`config.mk`:
```
export PLATFORM = sky130hd
export DESIGN_NAME = flag_branch_unit
export DESIGN_NICKNAME = d
export VERILOG_FILES = /design/src/rtl/fbu_pkg.sv /design/src/rtl/fbu_cmp.sv /design/src/rtl/fbu_target.sv /design/src/rtl/flag_branch_unit.sv
export SDC_FILE = /design/constraint.sdc
export NUM_CORES = 1
export LEC_CHECK = 0
export BUFFER_PORTS_ARGS = -buffer_cell sky130_fd_sc_hd__buf_2
export CORE_MARGIN = 2
export CORE_UTILIZATION = 57
export DETAILED_ROUTE_END_ITERATION = 12
export PLACE_DENSITY_LB_ADDON = 0.15
export SYNTH_ARGS = -nofsm -noshare
export SYNTH_HDL_FRONTEND = slang
export SYNTH_SLANG_ARGS = --single-unit
```
`constraint.sdc`:
```
create_clock -name clk -period 3.9 [get_ports clk]
set_input_delay 0 -clock clk [delete_from_list [all_inputs] [get_ports clk]]
set_output_delay 0 -clock clk [all_outputs]
set_load 0.01 [all_outputs]
```
`src/rtl/fbu_pkg.sv`:
```
package fbu_pkg;

    typedef enum logic [2:0] {
        OPC_PLAIN  = 3'd0,
        OPC_CMP_GE = 3'd1,
        OPC_CMP_EQ = 3'd2,
        OPC_JMP_D  = 3'd3,
        OPC_BT     = 3'd4,
        OPC_BF     = 3'd5,
        OPC_BT_D   = 3'd6,
        OPC_BF_D   = 3'd7
    } opc_e;

    typedef enum logic {
        ST_LINEAR = 1'b0,
        ST_SLOT   = 1'b1
    } fsm_e;

    function automatic logic is_branch(opc_e o);
        return (o == OPC_JMP_D) || (o == OPC_BT) || (o == OPC_BF) ||
               (o == OPC_BT_D) || (o == OPC_BF_D);
    endfunction

    function automatic logic is_compare(opc_e o);
        return (o == OPC_CMP_GE) || (o == OPC_CMP_EQ);
    endfunction

endpackage

```
`src/rtl/fbu_cmp.sv`:
```
module fbu_cmp #(
    parameter int W = 32
) (
    input  logic [W-1:0] lhs,
    input  logic [W-1:0] rhs,
    input  logic         use_unsigned,
    input  logic         sel_eq,
    output logic         hit
);
    logic ge_s;
    logic ge_u;
    logic eq;

    always_comb begin
        ge_s = ($signed(lhs) >= $signed(rhs));
        ge_u = (lhs >= rhs);
        eq   = (lhs == rhs);
        if (sel_eq)            hit = eq;
        else if (use_unsigned) hit = ge_u;
        else                   hit = ge_s;
    end

    always_comb begin
        if (eq) begin
            AST_EQ_IMPLIES_GE: assert (ge_s && ge_u);
        end
    end

endmodule

```
`src/rtl/fbu_target.sv`:
```
module fbu_target #(
    parameter int W          = 32,
    parameter int STEP_BYTES = 4
) (
    input  logic [W-1:0] pc,
    input  logic [W-1:0] disp,
    output logic [W-1:0] seq_pc,
    output logic [W-1:0] tgt_pc
);
    localparam logic [W-1:0] STEP = W'(STEP_BYTES);

    always_comb begin
        seq_pc = pc + STEP;
        tgt_pc = seq_pc + {disp[W-2:0], 1'b0};
    end

endmodule

```
`src/rtl/flag_branch_unit.sv`:
```
module flag_branch_unit #(
    parameter int XLEN       = 32,
    parameter int INSN_BYTES = 4
) (
    input  logic            clk,
    input  logic            rst_n,
    input  logic            op_valid,
    input  logic [2:0]      op_class,
    input  logic            cmp_unsigned,
    input  logic [XLEN-1:0] opnd_a,
    input  logic [XLEN-1:0] opnd_b,
    input  logic [XLEN-1:0] disp,
    input  logic [XLEN-1:0] cur_pc,
    output logic [XLEN-1:0] next_pc,
    output logic            t_flag,
    output logic            slot_pending,
    output logic            slot_fault
);
    import fbu_pkg::*;

    opc_e            opc;
    fsm_e            state, state_d;
    logic            t_q, t_d;
    logic [XLEN-1:0] tgt_q, tgt_d;
    logic [XLEN-1:0] seq_pc, tgt_pc;
    logic            cmp_hit;
    logic            cond_true;

    assign opc = opc_e'(op_class);

    fbu_cmp #(.W(XLEN)) u_cmp (
        .lhs          (opnd_a),
        .rhs          (opnd_b),
        .use_unsigned (cmp_unsigned),
        .sel_eq       (opc == OPC_CMP_EQ),
        .hit          (cmp_hit)
    );

    fbu_target #(.W(XLEN), .STEP_BYTES(INSN_BYTES)) u_tgt (
        .pc     (cur_pc),
        .disp   (disp),
        .seq_pc (seq_pc),
        .tgt_pc (tgt_pc)
    );

    // Branch condition against T as it stood before this operation.
    always_comb begin
        unique case (opc)
            OPC_BT, OPC_BT_D: cond_true = t_q;
            OPC_BF, OPC_BF_D: cond_true = !t_q;
            OPC_JMP_D:        cond_true = 1'b1;
            default:          cond_true = 1'b0;
        endcase
    end

    // State register
    always_ff @(posedge clk or negedge rst_n) begin
        if (!rst_n) begin
            state <= ST_LINEAR;
            t_q   <= 1'b0;
            tgt_q <= '0;
        end else begin
            state <= state_d;
            t_q   <= t_d;
            tgt_q <= tgt_d;
        end
    end

    // Next state, flag and stored target
    always_comb begin
        state_d = state;
        t_d     = t_q;
        tgt_d   = tgt_q;
        if (op_valid) begin
            if (is_compare(opc)) t_d = cmp_hit;
            unique case (state)
                ST_LINEAR: begin
                    if ((opc == OPC_JMP_D || opc == OPC_BT_D || opc == OPC_BF_D) && cond_true) begin
                        state_d = ST_SLOT;
                        tgt_d   = tgt_pc;
                    end
                end
                ST_SLOT: begin
                    state_d = ST_LINEAR;
                end
                default: state_d = ST_LINEAR;
            endcase
        end
    end

    // Outputs
    always_comb begin
        next_pc      = cur_pc;
        slot_fault   = 1'b0;
        t_flag       = t_q;
        slot_pending = (state == ST_SLOT);
        if (op_valid) begin
            unique case (state)
                ST_LINEAR: begin
                    next_pc = seq_pc;
                    if ((opc == OPC_BT || opc == OPC_BF) && cond_true) next_pc = tgt_pc;
                end
                ST_SLOT: begin
                    next_pc    = tgt_q;
                    slot_fault = is_branch(opc);
                end
                default: next_pc = seq_pc;
            endcase
        end
    end

    AST_PLAIN_KEEPS_T: assert property (@(posedge clk) disable iff (!rst_n)
        (op_valid && op_class == 3'd0) |=> (t_flag == $past(t_flag)));
    AST_STALL_HOLDS: assert property (@(posedge clk) disable iff (!rst_n)
        (!op_valid) |=> ($stable(t_flag) && $stable(slot_pending)));
    AST_JMP_OPENS_SLOT: assert property (@(posedge clk) disable iff (!rst_n)
        (!slot_pending && op_valid && op_class == 3'd3) |=> slot_pending);
    AST_SLOT_ONE_SHOT: assert property (@(posedge clk) disable iff (!rst_n)
        (slot_pending && op_valid) |=> !slot_pending);
    AST_IMM_NO_SLOT: assert property (@(posedge clk) disable iff (!rst_n)
        (!slot_pending && op_valid && (op_class == 3'd4 || op_class == 3'd5)) |=> !slot_pending);
    AST_FAULT_IN_SLOT: assert property (@(posedge clk) disable iff (!rst_n)
        slot_fault |-> (slot_pending && op_valid));

endmodule

```
==> summary.md <==
| Metric | Value |
|---|---|
| DRC viols | `0` |
| RSZ-0062 raised after global routing | `no` |
| Die width | `around 100 µm` |
| Critical path cell sequence | `buf_2 -> ha_1 -> nand3_1 -> nor3_2 -> nand2_1 -> xnor2_1 -> ha_1 -> and3_1 -> nand3_1 -> or4b_1 -> nand3_2 -> o21ai_2 -> o41ai_2 -> a21oi_1 -> xnor2_1 -> o221ai_1 -> buf_2` |
| Worst slew margin | `between 40 and 50%` |
| CTS tree | `built` |
| CTS Sinks | `34` |
| GRT overflow | `0` |
| Vias in the first global route | `~5,700` |
| Synth area leaders | `ha_1, dfrtp_1, xnor2_1` |
| GRT Overall Usage | `between 30 and 40%` |
| Slowest CP cell | `or4b_1` |
| Area of the multi-input gates | `between 4000 and 5000 µm²` |
| CTS buffer count | `5` |
| Fillers | `roughly 770` |
| Initial antenna violation count | `0` |
| Vias per cell | `roughly 6` |
| Clk_skew | `just over 20 ps` |
| P_leak | `3.25 nW` |
| Share of the synthesized area in the top cell type | `between 10% and 20%` |
| WL/cell | `16.8 µm` |
| Worst hold slack | `slightly below 60 ps` |
| Critical path's top delay family | `simple AND/OR/NAND/NOR gates` |
| Cell count after synthesis | `between 600 and 700` |
| Post-Syn Area | `around 5300 µm²` |
| Leading area contributor after synthesis | `ha_1` |
| Clock buffer depth | `2` |
| Logic gate share of total power | `between 50 and 60%` |
| WP depth | `17` |
| Crit path time final | `about 3600 ps` |
| Worst-margin pin slew | `roughly 880 ps` |
| Total Power | `1.74 mW` |
| Initial Utilization | `57.9%` |
| Hold depth | `4` |
| Internal power | `between 1 and 1.5 mW` |
| Worst Path Arrival | `~3600 ps` |
| Warnings from Yosys | `0` |
| Highest clock rate | `approximately 280 MHz` |
| Clock transition at the registers of the reported paths | `70 ps` |
| Sw Ratio | `around two fifths` |
| PnR worst setup slack | `roughly 270 ps` |
| Startpoint class of the critical path | `input pin` |
| Crit end category | `output port` |
| Pre-antenna DRT Iters | `6` |
| Layout cell share with drive strength beyond 1 | `about a quarter` |
| HP Start | `op_class[2]` |
| Drt total wl | `between 15,000 and 20,000 µm` |
| Final hold violation count | `0` |
| DRT iter0 DRCs | `370` |
| Ant. Diodes | `0` |
| Syn_nets | `904` |
| DRT antenna net count | `0` |
| Yosys reg bits | `34` |
| Crit Path Max Fanout | `8` |
| Area grow syn2layout | `20.5%` |
| Synth async-reset ratio | `100%` |
| Clock power frac | `roughly a fifth` |
| Max-Cap Viols | `0` |
| I/O pin total | `170` |
| Via count | `around 5,900` |
| Total power divided by cell area | `275 nW/µm²` |
| Setup TNS | `0 ps` |
| Reg2reg start | `slot_pending` |
| H-tree lvl count | `2` |
| FF+latch area | `about 850 µm²` |
| Port bufs | `~170` |
| Avg Inst Size Synth | `roughly 7.5 µm²` |
| CP Class | `in2out` |
| Final period utilization | `93.1%` |
| Placed cell area | `around 6200 µm²` |
| CP required | `3900 ps` |
| Post-synth EDFFs | `0` |
| Placer Congestion | `between 1 and 1.5` |
| Die area | `about 10000 µm²` |
| Peak supply drop | `around 0.20 mV` |
| Sequential power share | `30.8%` |
| CP Launch Point | `cur_pc[2]` |
| Switching power | `708 µW` |
| Row Count | `35` |
| Status | `completed` |
| Largest net degree at the start of global routing | `slightly above 60` |
| Hold crit path type | `in2reg` |
| Placeable Area | `about 9000 µm²` |
| Buf/Inv on CP | `2` |
| Setup violators final | `0` |
| Design Area, Final | `6330 µm²` |
| Most frequent cells in the layout | `buf_2, ha_1, nand2_1, nor2_1, a21oi_1` |
| Cell variety after synth | `between 60 and 70` |
| Clock Latency Late Sink | `about 300 ps` |
| CTS root buffer | `clkbuf_8` |
| Worst r2r path cells | `6` |
| Synth Flop Type | `dfrtp_1` |
| Worst slack at placement | `around 250 ps` |
| CP peak stage delay | `around 540 ps` |
| Die height | `roughly 100 µm` |
| Nets | `roughly 1,100` |
| Most common cell after layout, fill and taps aside | `buf_2` |
| Seq/Total Area, Yosys | `16.2%` |
| First-pass GRT wire length | `approximately 26,000 µm` |
| Final slew viol count | `0` |
| DP HPWL | `12,500 µm` |
-- metrics by stage --
stage                     utilization (%)  cells
after floorplan                         -    698
after detailed placement             68.2    954
after CTS                            69.7    964
after global placement               68.2    954
final                                69.8    964
after global routing                 69.8    964
-- synthesized netlist by cell type (6+ instances only) --
library cell / instances
o21ai_1: 11
o211ai_1: 6
nand2_1: 60
o21a_1: 7
and4_1: 7
o22ai_1: 14
a221oi_1: 14
mux2i_1: 10
ha_1: 70
mux2_2: 7
a21oi_1: 54
nand4_1: 16
xnor2_1: 39
nor2_1: 56
inv_1: 51
xor2_1: 19
clkbuf_1: 29
and3_1: 8
nor3_1: 13
nand3_1: 20
a21o_1: 31
o21ai_0: 43
o21bai_1: 6
dfrtp_1: 34
-- repair_timing --
action                                  CTS  global route
endpoints found under the setup margin    0             4
gates resized for setup                   0             2
hold buffers                              2             0
buffers inserted                          0             0
hold endpoints to repair                 35             0
-- power groups by stage --
stage | clock network (mW) | logic [mW] | registers, mW
finish | 0.326 | 0.876 | 0.535
global route | 0.344 | 0.976 | 0.547
CTS | 0.332 | 0.867 | 0.531
detailed placement | 0 | 0.861 | 0.535
global placement | 0 | 0.834 | 0.531
floorplan | 0 | 0.591 | 0.516
-- cell families after synthesis --
logic type / Yosys count / share of synthesized area (%)
XOR/XNOR: 58 / 9.68
AND/OR/NAND/NOR: 212 / 19.7
adder cells (fa/ha/maj): 71 / 17.1
buffers and inverters: 81 / 5.81
flip-flops: 34 / 16.2
AO/OA/AOI/OAI: 225 / 28.1
multiplexers: 17 / 3.41
-- worst reg2reg max path, delay by kind of cell, from the launching register on --
kind                   cells  cell delay (ps)
AOI/OAI and AO/OA          1              250
buffers and inverters      1              300
and+or+nand+nor            4              660
DFF                        1              740
-- worst paths after layout --
| check | endpoint | slack, ps |
|---|---|---|
| max in group asynchronous | tgt_q[1] | 2940 |
| min reg2reg | tgt_q[15] | 490 |
| max | next_pc[26] | 270 |
| max reg2reg | tgt_q[28] | 1820 |
| min in group asynchronous | tgt_q[27] | 380 |
| min | t_flag | 60 |
-- layout make-up --
type	instances	area share, %
Clock buffer	8	1.74
Sequential cell	34	13.4
Multi-Input combinational cell	583	65.0
Tap cell	111	2.20
Inverter	51	3.03
Timing Repair Buffer	177	14.6
-- state kept, by name (all words and copies together), names as in the netlist --
name / flops
slot_pending: 1
t_flag: 1
tgt_q: 32
-- routing by layer --
metal,GRT usage (%),vias to the layer above,share of wire (%)
met1,43.1,2729,44
li1,-,2857,-
met3,2.99,22,7.9
met2,55.0,278,47
met5,0,-,0
met4,9.69,0,1.4
(Power assumes the default switching activity.)
